`src/rtl/scrub_pkg.sv`:
```
package scrub_pkg;

    typedef enum logic [1:0] {
        S_IDLE = 2'd0,
        S_PER  = 2'd1,
        S_DMD  = 2'd2
    } scrub_state_e;

    localparam int VALID_BIT = 31;
    localparam int PMASK_BIT = 28;
    localparam int DMASK_BIT = 27;

endpackage

```
`src/rtl/scrub_cfg_regs.sv`:
```
module scrub_cfg_regs
    import scrub_pkg::*;
#(
    parameter int ADDR_W = 28,
    parameter int LIM_W  = 15
) (
    input  logic              clk,
    input  logic              rst_n,
    input  logic              cfg_we,
    input  logic              cfg_sel,
    input  logic [31:0]       cfg_wdata,
    input  logic              load,
    output logic [31:0]       cfg_rdata,
    output logic [ADDR_W-1:0] start_q,
    output logic              start_pend,
    output logic [LIM_W-1:0]  lim_q,
    output logic              lim_pend,
    output logic              pmask_q,
    output logic              dmask_q
);

    logic unused_wdata_bits;
    assign unused_wdata_bits = ^{cfg_wdata[30:29], cfg_wdata[26:LIM_W], cfg_wdata[30:ADDR_W]};

    always_ff @(posedge clk) begin
        if (!rst_n) begin
            start_q    <= '0;
            start_pend <= 1'b0;
            lim_q      <= '0;
            lim_pend   <= 1'b0;
            pmask_q    <= 1'b0;
            dmask_q    <= 1'b0;
        end else begin
            // an update consumes the staged values; a same-cycle write re-arms
            if (load) begin
                start_pend <= 1'b0;
                lim_pend   <= 1'b0;
            end
            if (cfg_we && !cfg_sel) begin
                lim_q   <= cfg_wdata[LIM_W-1:0];
                pmask_q <= cfg_wdata[PMASK_BIT];
                dmask_q <= cfg_wdata[DMASK_BIT];
                if (cfg_wdata[VALID_BIT]) lim_pend <= 1'b1;
            end
            if (cfg_we && cfg_sel) begin
                start_q <= cfg_wdata[ADDR_W-1:0];
                if (cfg_wdata[VALID_BIT]) start_pend <= 1'b1;
            end
        end
    end

    always_comb begin
        cfg_rdata = '0;
        if (!cfg_sel) begin
            cfg_rdata[VALID_BIT]   = lim_pend;
            cfg_rdata[PMASK_BIT]   = pmask_q;
            cfg_rdata[DMASK_BIT]   = dmask_q;
            cfg_rdata[LIM_W-1:0]   = lim_q;
        end else begin
            cfg_rdata[VALID_BIT]   = start_pend;
            cfg_rdata[ADDR_W-1:0]  = start_q;
        end
    end

endmodule

```
`src/rtl/scrub_addr_ctr.sv`:
```
module scrub_addr_ctr #(
    parameter int ADDR_W = 28,
    parameter int LIM_W  = 15
) (
    input  logic              clk,
    input  logic              rst_n,
    input  logic              advance,
    input  logic [ADDR_W-1:0] start_q,
    input  logic              start_pend,
    input  logic [LIM_W-1:0]  lim_q,
    input  logic              lim_pend,
    input  logic              pmask_q,
    output logic [ADDR_W-1:0] cnt,
    output logic              pmask_act
);

    localparam int LINE_SHIFT = ADDR_W - LIM_W;

    logic [ADDR_W-1:0] start_act;
    logic [LIM_W-1:0]  lim_act;
    logic [ADDR_W-1:0] eff_start;
    logic [LIM_W-1:0]  eff_lim;
    logic [ADDR_W:0]   inc;
    logic [ADDR_W:0]   bound;
    logic [ADDR_W-1:0] cnt_nxt;

    always_comb begin
        eff_start = start_pend ? start_q : start_act;
        eff_lim   = lim_pend   ? lim_q   : lim_act;
        inc       = {1'b0, cnt} + 1'b1;
        bound     = {1'b0, eff_lim, {LINE_SHIFT{1'b0}}};
        if (start_pend)
            cnt_nxt = start_q;
        else if (inc >= bound)
            cnt_nxt = eff_start;
        else
            cnt_nxt = inc[ADDR_W-1:0];
    end

    always_ff @(posedge clk) begin
        if (!rst_n) begin
            cnt       <= '0;
            start_act <= '0;
            lim_act   <= '0;
            pmask_act <= 1'b0;
        end else if (advance) begin
            cnt       <= cnt_nxt;
            start_act <= eff_start;
            lim_act   <= eff_lim;
            if (lim_pend) pmask_act <= pmask_q;
        end
    end

endmodule

```
`src/rtl/scrub_req_fsm.sv`:
```
module scrub_req_fsm
    import scrub_pkg::*;
#(
    parameter int ADDR_W = 28
) (
    input  logic              clk,
    input  logic              rst_n,
    input  logic              tick,
    input  logic              dmd_valid,
    input  logic [ADDR_W-1:0] dmd_addr,
    input  logic              req_ready,
    input  logic [ADDR_W-1:0] cnt,
    input  logic              pmask_act,
    input  logic              dmask_q,
    output logic              dmd_ready,
    output logic              req_valid,
    output logic [ADDR_W-1:0] req_addr,
    output logic              req_wr_en,
    output logic              req_is_dmd,
    output logic              advance
);

    scrub_state_e      state_q, state_d;
    logic              tick_q;
    logic [ADDR_W-1:0] dmd_addr_q;
    logic              go_per;

    assign go_per = (state_q == S_IDLE) && !dmd_valid && tick_q;

    always_ff @(posedge clk) begin
        if (!rst_n) state_q <= S_IDLE;
        else        state_q <= state_d;
    end

    always_ff @(posedge clk) begin
        if (!rst_n) begin
            tick_q     <= 1'b0;
            dmd_addr_q <= '0;
        end else begin
            tick_q <= (tick_q && !go_per) || tick;
            if (state_q == S_IDLE && dmd_valid) dmd_addr_q <= dmd_addr;
        end
    end

    always_comb begin
        state_d = state_q;
        unique case (state_q)
            S_IDLE: begin
                if (dmd_valid)   state_d = S_DMD;
                else if (tick_q) state_d = S_PER;
            end
            S_PER:  if (req_ready) state_d = S_IDLE;
            S_DMD:  if (req_ready) state_d = S_IDLE;
            default: state_d = S_IDLE;
        endcase
    end

    always_comb begin
        dmd_ready  = 1'b0;
        req_valid  = 1'b0;
        req_addr   = '0;
        req_wr_en  = 1'b0;
        req_is_dmd = 1'b0;
        advance    = 1'b0;
        unique case (state_q)
            S_IDLE: dmd_ready = 1'b1;
            S_PER: begin
                req_valid = 1'b1;
                req_addr  = cnt;
                req_wr_en = !pmask_act;
                advance   = req_ready;
            end
            S_DMD: begin
                req_valid  = 1'b1;
                req_addr   = dmd_addr_q;
                req_wr_en  = !dmask_q;
                req_is_dmd = 1'b1;
            end
            default: ;
        endcase
    end

endmodule

```
`src/rtl/scrub_addr_seq.sv`:
```
module scrub_addr_seq #(
    parameter int ADDR_W = 28,
    parameter int LIM_W  = 15
) (
    input  logic              clk,
    input  logic              rst_n,
    input  logic              cfg_we,
    input  logic              cfg_sel,
    input  logic [31:0]       cfg_wdata,
    output logic [31:0]       cfg_rdata,
    input  logic              tick,
    input  logic              dmd_valid,
    output logic              dmd_ready,
    input  logic [ADDR_W-1:0] dmd_addr,
    output logic              req_valid,
    input  logic              req_ready,
    output logic [ADDR_W-1:0] req_addr,
    output logic              req_wr_en,
    output logic              req_is_dmd
);

    logic [ADDR_W-1:0] start_q;
    logic              start_pend;
    logic [LIM_W-1:0]  lim_q;
    logic              lim_pend;
    logic              pmask_q;
    logic              dmask_q;
    logic [ADDR_W-1:0] cnt;
    logic              pmask_act;
    logic              advance;

    scrub_cfg_regs #(.ADDR_W(ADDR_W), .LIM_W(LIM_W)) regs_i (
        .clk(clk), .rst_n(rst_n), .cfg_we(cfg_we), .cfg_sel(cfg_sel),
        .cfg_wdata(cfg_wdata), .load(advance), .cfg_rdata(cfg_rdata),
        .start_q(start_q), .start_pend(start_pend), .lim_q(lim_q),
        .lim_pend(lim_pend), .pmask_q(pmask_q), .dmask_q(dmask_q)
    );

    scrub_addr_ctr #(.ADDR_W(ADDR_W), .LIM_W(LIM_W)) ctr_i (
        .clk(clk), .rst_n(rst_n), .advance(advance), .start_q(start_q),
        .start_pend(start_pend), .lim_q(lim_q), .lim_pend(lim_pend),
        .pmask_q(pmask_q), .cnt(cnt), .pmask_act(pmask_act)
    );

    scrub_req_fsm #(.ADDR_W(ADDR_W)) fsm_i (
        .clk(clk), .rst_n(rst_n), .tick(tick), .dmd_valid(dmd_valid),
        .dmd_addr(dmd_addr), .req_ready(req_ready), .cnt(cnt),
        .pmask_act(pmask_act), .dmask_q(dmask_q), .dmd_ready(dmd_ready),
        .req_valid(req_valid), .req_addr(req_addr), .req_wr_en(req_wr_en),
        .req_is_dmd(req_is_dmd), .advance(advance)
    );

endmodule

```
`config.mk`:
```
export PLATFORM = sky130hd
export DESIGN_NAME = scrub_addr_seq
export DESIGN_NICKNAME = d
export VERILOG_FILES = /design/src/rtl/scrub_pkg.sv /design/src/rtl/scrub_cfg_regs.sv /design/src/rtl/scrub_addr_ctr.sv /design/src/rtl/scrub_req_fsm.sv /design/src/rtl/scrub_addr_seq.sv
export SDC_FILE = /design/constraint.sdc
export NUM_CORES = 1
export LEC_CHECK = 0
export BUFFER_PORTS_ARGS = -buffer_cell sky130_fd_sc_hd__buf_4
export CAP_MARGIN = 40
export CORE_MARGIN = 4
export CORE_UTILIZATION = 40
export CTS_CLUSTER_SIZE = 30
export DETAILED_ROUTE_END_ITERATION = 16
export PLACE_DENSITY = 0.58
export SYNTH_ARGS = -nofsm -noshare
export SYNTH_HDL_FRONTEND = slang
export SYNTH_HIERARCHICAL = 1
export SYNTH_SLANG_ARGS = --single-unit
```
`constraint.sdc`:
```
create_clock -name clk -period 3.99 [get_ports clk]
set_clock_uncertainty 0.1 [all_clocks]
set_input_delay 0.5985 -clock clk [delete_from_list [all_inputs] [get_ports clk]]
set_output_delay 0.5985 -clock clk [all_outputs]
set_load 0.02 [all_outputs]
```
== Yosys cells after proc, flatten, opt, wreduce, memory -nomap -nowiden ==
Index checks and enable logic that the tools add are counted.

* Bits in registers: 150
* Bits of input ports: 67
* Output and inout port bits: 64
* Logic and storage cells: 60

* Add/sub/neg operators: 1
* $lt $le $gt $ge: 1
* Eq/ne operators: 4
* Mux-type cells: 25
* Reductions and logical operators: 16

{| class="wikitable"
|+ Operators with widths
! operator !! count
|-
| $mux W28 || 3
|-
| $pmux W28 S2 || 1
|-
| $mux W15 || 2
|-
| $add A28 B1 Y29 const B || 1
|-
| $ge A29 B28 Y1 || 1
|-
| $mux W1 || 13
|-
| $mux W12 || 1
|-
| $logic_and A1 B1 Y1 || 6
|-
| $mux W2 || 3
|-
| $logic_not A1 Y1 || 5
|-
| $pmux W2 S2 || 1
|-
| $reduce_and A2 Y1 || 2
|-
| $ne A3 B2 Y1 const B || 1
|-
| $eq A2 B1 Y1 const B || 1
|-
| $eq A2 B2 Y1 const B || 1
|-
| $logic_not A2 Y1 || 1
|-
| $ne A2 B1 Y1 const B || 1
|-
| $pmux W1 S2 || 1
|-
| $reduce_or A2 Y1 || 1
|-
| $logic_or A1 B1 Y1 || 1
|}

== Longest topological paths before layout ==
* Word-level depth: 6
* Depth in mapped cells: 15
* Mapped depth without buffers: 14

== By module ==
The synthesis kept the hierarchy.

{| class="wikitable"
|+ By module, submodules not included
! module !! instances !! cells each !! area each (um^2) !! seq. area each (um^2)
|-
| scrub_addr_ctr || 1 || 560 || 4,317.9 || 1,441.4
|-
| scrub_cfg_regs || 1 || 227 || 2,120.8 || 940.9
|-
| scrub_req_fsm || 1 || 214 || 1,747.9 || 620.6
|}

== Worst setup path after synthesis ==
OpenSTA, ideal clock, no wires.

* Path type: register to register
* From: register ctr_i.cnt[0]
* To: register ctr_i.cnt[10]
* Library setup time: 123 ps
* Arrival time: 3,456 ps
* Data required time: 3,767 ps
* Slack: 311 ps
* Stages on the path, launching flop included: 16
* Buffers on the path: 1
* Period minus slack after synthesis: 3,679 ps
* Cells stage by stage: dfxtp_1 ha_1 and2_1 nand3_1 nor4_2 nand3_1 xnor2_1 ha_1 nand4_1 nor4_1 nor4bb_1 nand4_1 o211ai_4 buf_2 o21a_1 nor3_2

* Cells in the longest elaborated chain, start to end: 4

{| class="wikitable"
|+ RTL lines
! item !! line !! text
|-
| start, declared || scrub_addr_ctr.sv:13 || <nowiki>output logic [ADDR_W-1:0] cnt,</nowiki>
|-
| start signal, assigned || scrub_addr_ctr.sv:47 || <nowiki>cnt <= cnt_nxt;</nowiki>
|-
| $add A28 B1 Y29 (*) || scrub_addr_ctr.sv:30 || <nowiki>inc = {1'b0, cnt} + 1'b1;</nowiki>
|-
| $ge A29 B28 Y1 || scrub_addr_ctr.sv:34 || <nowiki>else if (inc >= bound)</nowiki>
|-
| $mux W28 (*) || scrub_addr_ctr.sv:34 ||
|-
| $mux W28 (*) || scrub_addr_ctr.sv:32 || <nowiki>if (start_pend)</nowiki>
|}

Every way passes the cells marked *; elsewhere a longest branch is shown, timed or not.
A chain may end at the register's enable or synchronous reset.

== Worst setup path in the final report ==
* From: register ctr_i.cnt[3]
* To: register ctr_i.cnt[27]

The elaborated chain is that of the path after synthesis.

==> impl_metrics.ini <==
[run_status]
run_status = complete, no violations

[grt]
maximum_number_of_pins_on_one_net_before_global_route_repair = 89
initial_antenna_violation_count = 0
grt_overflow = 0
global_route.usage.total = 0.223
grt_pass1_vias = 6854
first_pass_grt_wire_length_mm = 39.5

[finish]
drive_gt1_frac = 0.253
layout_commonest_cell = nand2_1
fin_nets = 1218
syn_to_layout_area_delta_pct = 26.4
instances_no_fill = 1413
layout_common_cells = nand2_1, buf_4, dfxtp_1

[floorplan]
initial_core_util = 0.406
die_h_um = 151
core_um2 = 20200
row_count = 52
floorplan.die_area_um2 = 22800
ios = 131
die_x_um = 151

[clock_network]
cts_made_buffers = 17
cts-root-to-sink-buffers = 2
cts_hold_buffers = 0
numClockSinks = 150
clock_tree.root_cell = clkbuf_16
clock_latency_ps = 430
clk_pin_slew_worst_paths_ps = 70
cts_htree_levels = 4
tritoncts = built

[sta]
fmax_mhz = 257
maxSlewHeadroom = 0.474
final_setup_tns_ps = 0
grt_setup_unrepaired = true
timing_hold_violations_final = 0
layout_worst_path_cycle_share = 0.974
final_max_slew_viol_count = 0
tightest_slew_ps = 788
period_minus_slack_ps = 3890
setup_violations = 0

[synth]
synth_ff_type = dfxtp_1
synth_seq_area_share = 0.367
yosysTopAreaCellShare = 0.367
ys_async_sr_fraction = 0
synth_edf_count = 0
synthesis.instances = 1001
synthesis.yosys.warnings = 6
syn_avg_cell_area_um2 = 8.18
synth_area_um2 = 8190
postSynthRegisterBits = 150
leading_cell_types_by_total_area_after_synthesis = dfxtp_1, nand2_1, mux2i_1
post_synth_cell_types = 60
synth_top_area_cell = dfxtp_1

[power]
peakVddDrop_v = 0.000296
power_density_nw_per_um2 = 397
fin_total_pwr_mw = 4.11
p_leak_nw = 4.12

[worst_setup_path]
timing.critical_path.to_type = flip-flop
critPathLaunch = ctr_i/cnt[3]
reg2reg_depth = 17
crit_fanout = 11
worst_setup_path_start_kind = flip-flop
r2r_start = ctr_i/cnt[3]
r2r_setup_slack_ps = 100
worstPathArrival_ps = 4160
crit_path_required_time_ps = 4260
category_of_the_most_critical_setup_path = flip-flop to flip-flop
timing.rr.end = ctr_i/cnt[27]

[route]
detailroute.via_count = 7617
postRouteAntennaNets = 0
drt-met1-wl_mm = 12.6
met3_wl_mm = 1.59
dr.first_iter.drc_count = 579
remaining_drc_errors = 0
dr_wl_met2_mm = 11.1
vias_per_cell = 5.39
wl_per_cell_um = 18.3
post_detailed_routing_wire_length_mm = 25.8
maxUsedRoutingLayer = met4
drt_first_pass_iters = 5

[run]
cap_viol_max_count = 0

[hold_path]
hold_path_class = input port to flip-flop
min_delay_path_depth = 2
hold-path-endpoint = fsm_i/tick_q
min_from = tick

[place]
place.gp.congestion = 0.863
port_buffers = 126
dp_cells = 1364
detailed_place_hpwl_mm = 18.1
critical path, stage by stage (launching register included):
cell and delay, ps:
dfxtp_2 330, and4_4 260, nand4_1 160, nor4_2 340
buf_4 220, nand3_4 80, xnor2_2 160, ha_1 310
nand4_1 140, nor4_2 320, buf_4 170, nor4bb_4 170
nand4_1 180, o211ai_4 300, buf_4 170, clkbuf_16 150
or4_1 110, and3_1 140
power by group:
group | switching [mW] | internal [mW]
Combinational | 0.512 | 0.362
Sequential | 0.0678 | 1.57
Clock | 0.676 | 0.924
Total | 1.26 | 2.85
metal layers:
layer  vias up  GRT usage
li1       3759          -
met1      3565      0.334
met2       263      0.328
met3        30     0.0371
met4         0     0.0662
met5         -          0
cells in the mapped netlist, types with 18 or more instances:
cell type,count
and2_1,21
a21oi_1,56
dfxtp_1,150
nand4_1,21
clkbuf_1,49
mux2_2,18
o221ai_1,23
a21boi_0,18
nand2_1,227
nor4_1,23
nor2b_1,35
ha_1,22
a22oi_1,28
o21a_1,25
buf_2,21
nor3_1,28
mux2i_1,47
nor2_1,32
timing repair:
item                                    in CTS  in global routing
endpoints found under the setup margin       0                 28
buffers inserted                             0                 14
resized for setup                            0                 27
per-stage QoR:
step | hold WS (ps) | util | area [um2] | setup slack [ps]
5_1_grt | 290 | 0.513 | 10300 | -72.0
2_1_floorplan | 334 | - | 8190 | 311
3_3_place_gp | 340 | 0.468 | 9450 | 90.3
3_5_place_dp | 346 | 0.469 | 9470 | 60.1
6_report | 290 | 0.513 | 10300 | 103
4_1_cts | 272 | 0.498 | 10000 | 5.67
flip-flops by register name, indices dropped and copies added, names as in the netlist:
name	cells
regs_i/lim_pend	1
fsm_i/dmd_addr_q	28
ctr_i/start_act	28
fsm_i/tick_q	1
fsm_i/state_q	2
ctr_i/lim_act	15
ctr_i/pmask_act	1
regs_i/lim_q	15
ctr_i/cnt	28
regs_i/start_q	28
regs_i/pmask_q	1
regs_i/dmask_q	1
regs_i/start_pend	1
area by class of cell:
class	instances	area (um2)
Antenna cell	1	2.50
Clock buffer	17	425
Clock inverter	15	154
Fill cell	1945	9820
Inverter	8	30.0
Multi-Input combinational cell	757	4830
Sequential cell	150	3010
Tap cell	270	338
Timing Repair Buffer	195	1560
worst max path at each step:
stage	endpoint	depth (start not counted)	slack, ps
after CTS	ctr_i/cnt[12]	17	6
after global routing	ctr_i/cnt[16]	18	-70
after floorplan	ctr_i/cnt[10]	15	310
after global placement	ctr_i/cnt[16]	18	90
final	ctr_i/cnt[27]	17	100
after detailed placement	ctr_i/cnt[12]	17	60
cell families (layout without fill, tap and decap cells):
logic type      after synthesis  in the layout  synth area share
xor+xnor                     28             28            0.0300
buf+inv                      95            235            0.0590
simple gates                440            440             0.257
mux                          65             65            0.0822
other cells                   1              3          0.000458
flops                       150            150             0.367
compound gates              200            200             0.171
fa+ha+maj                    22             22            0.0336
Note: power is estimated with default switching activity, not from simulation.
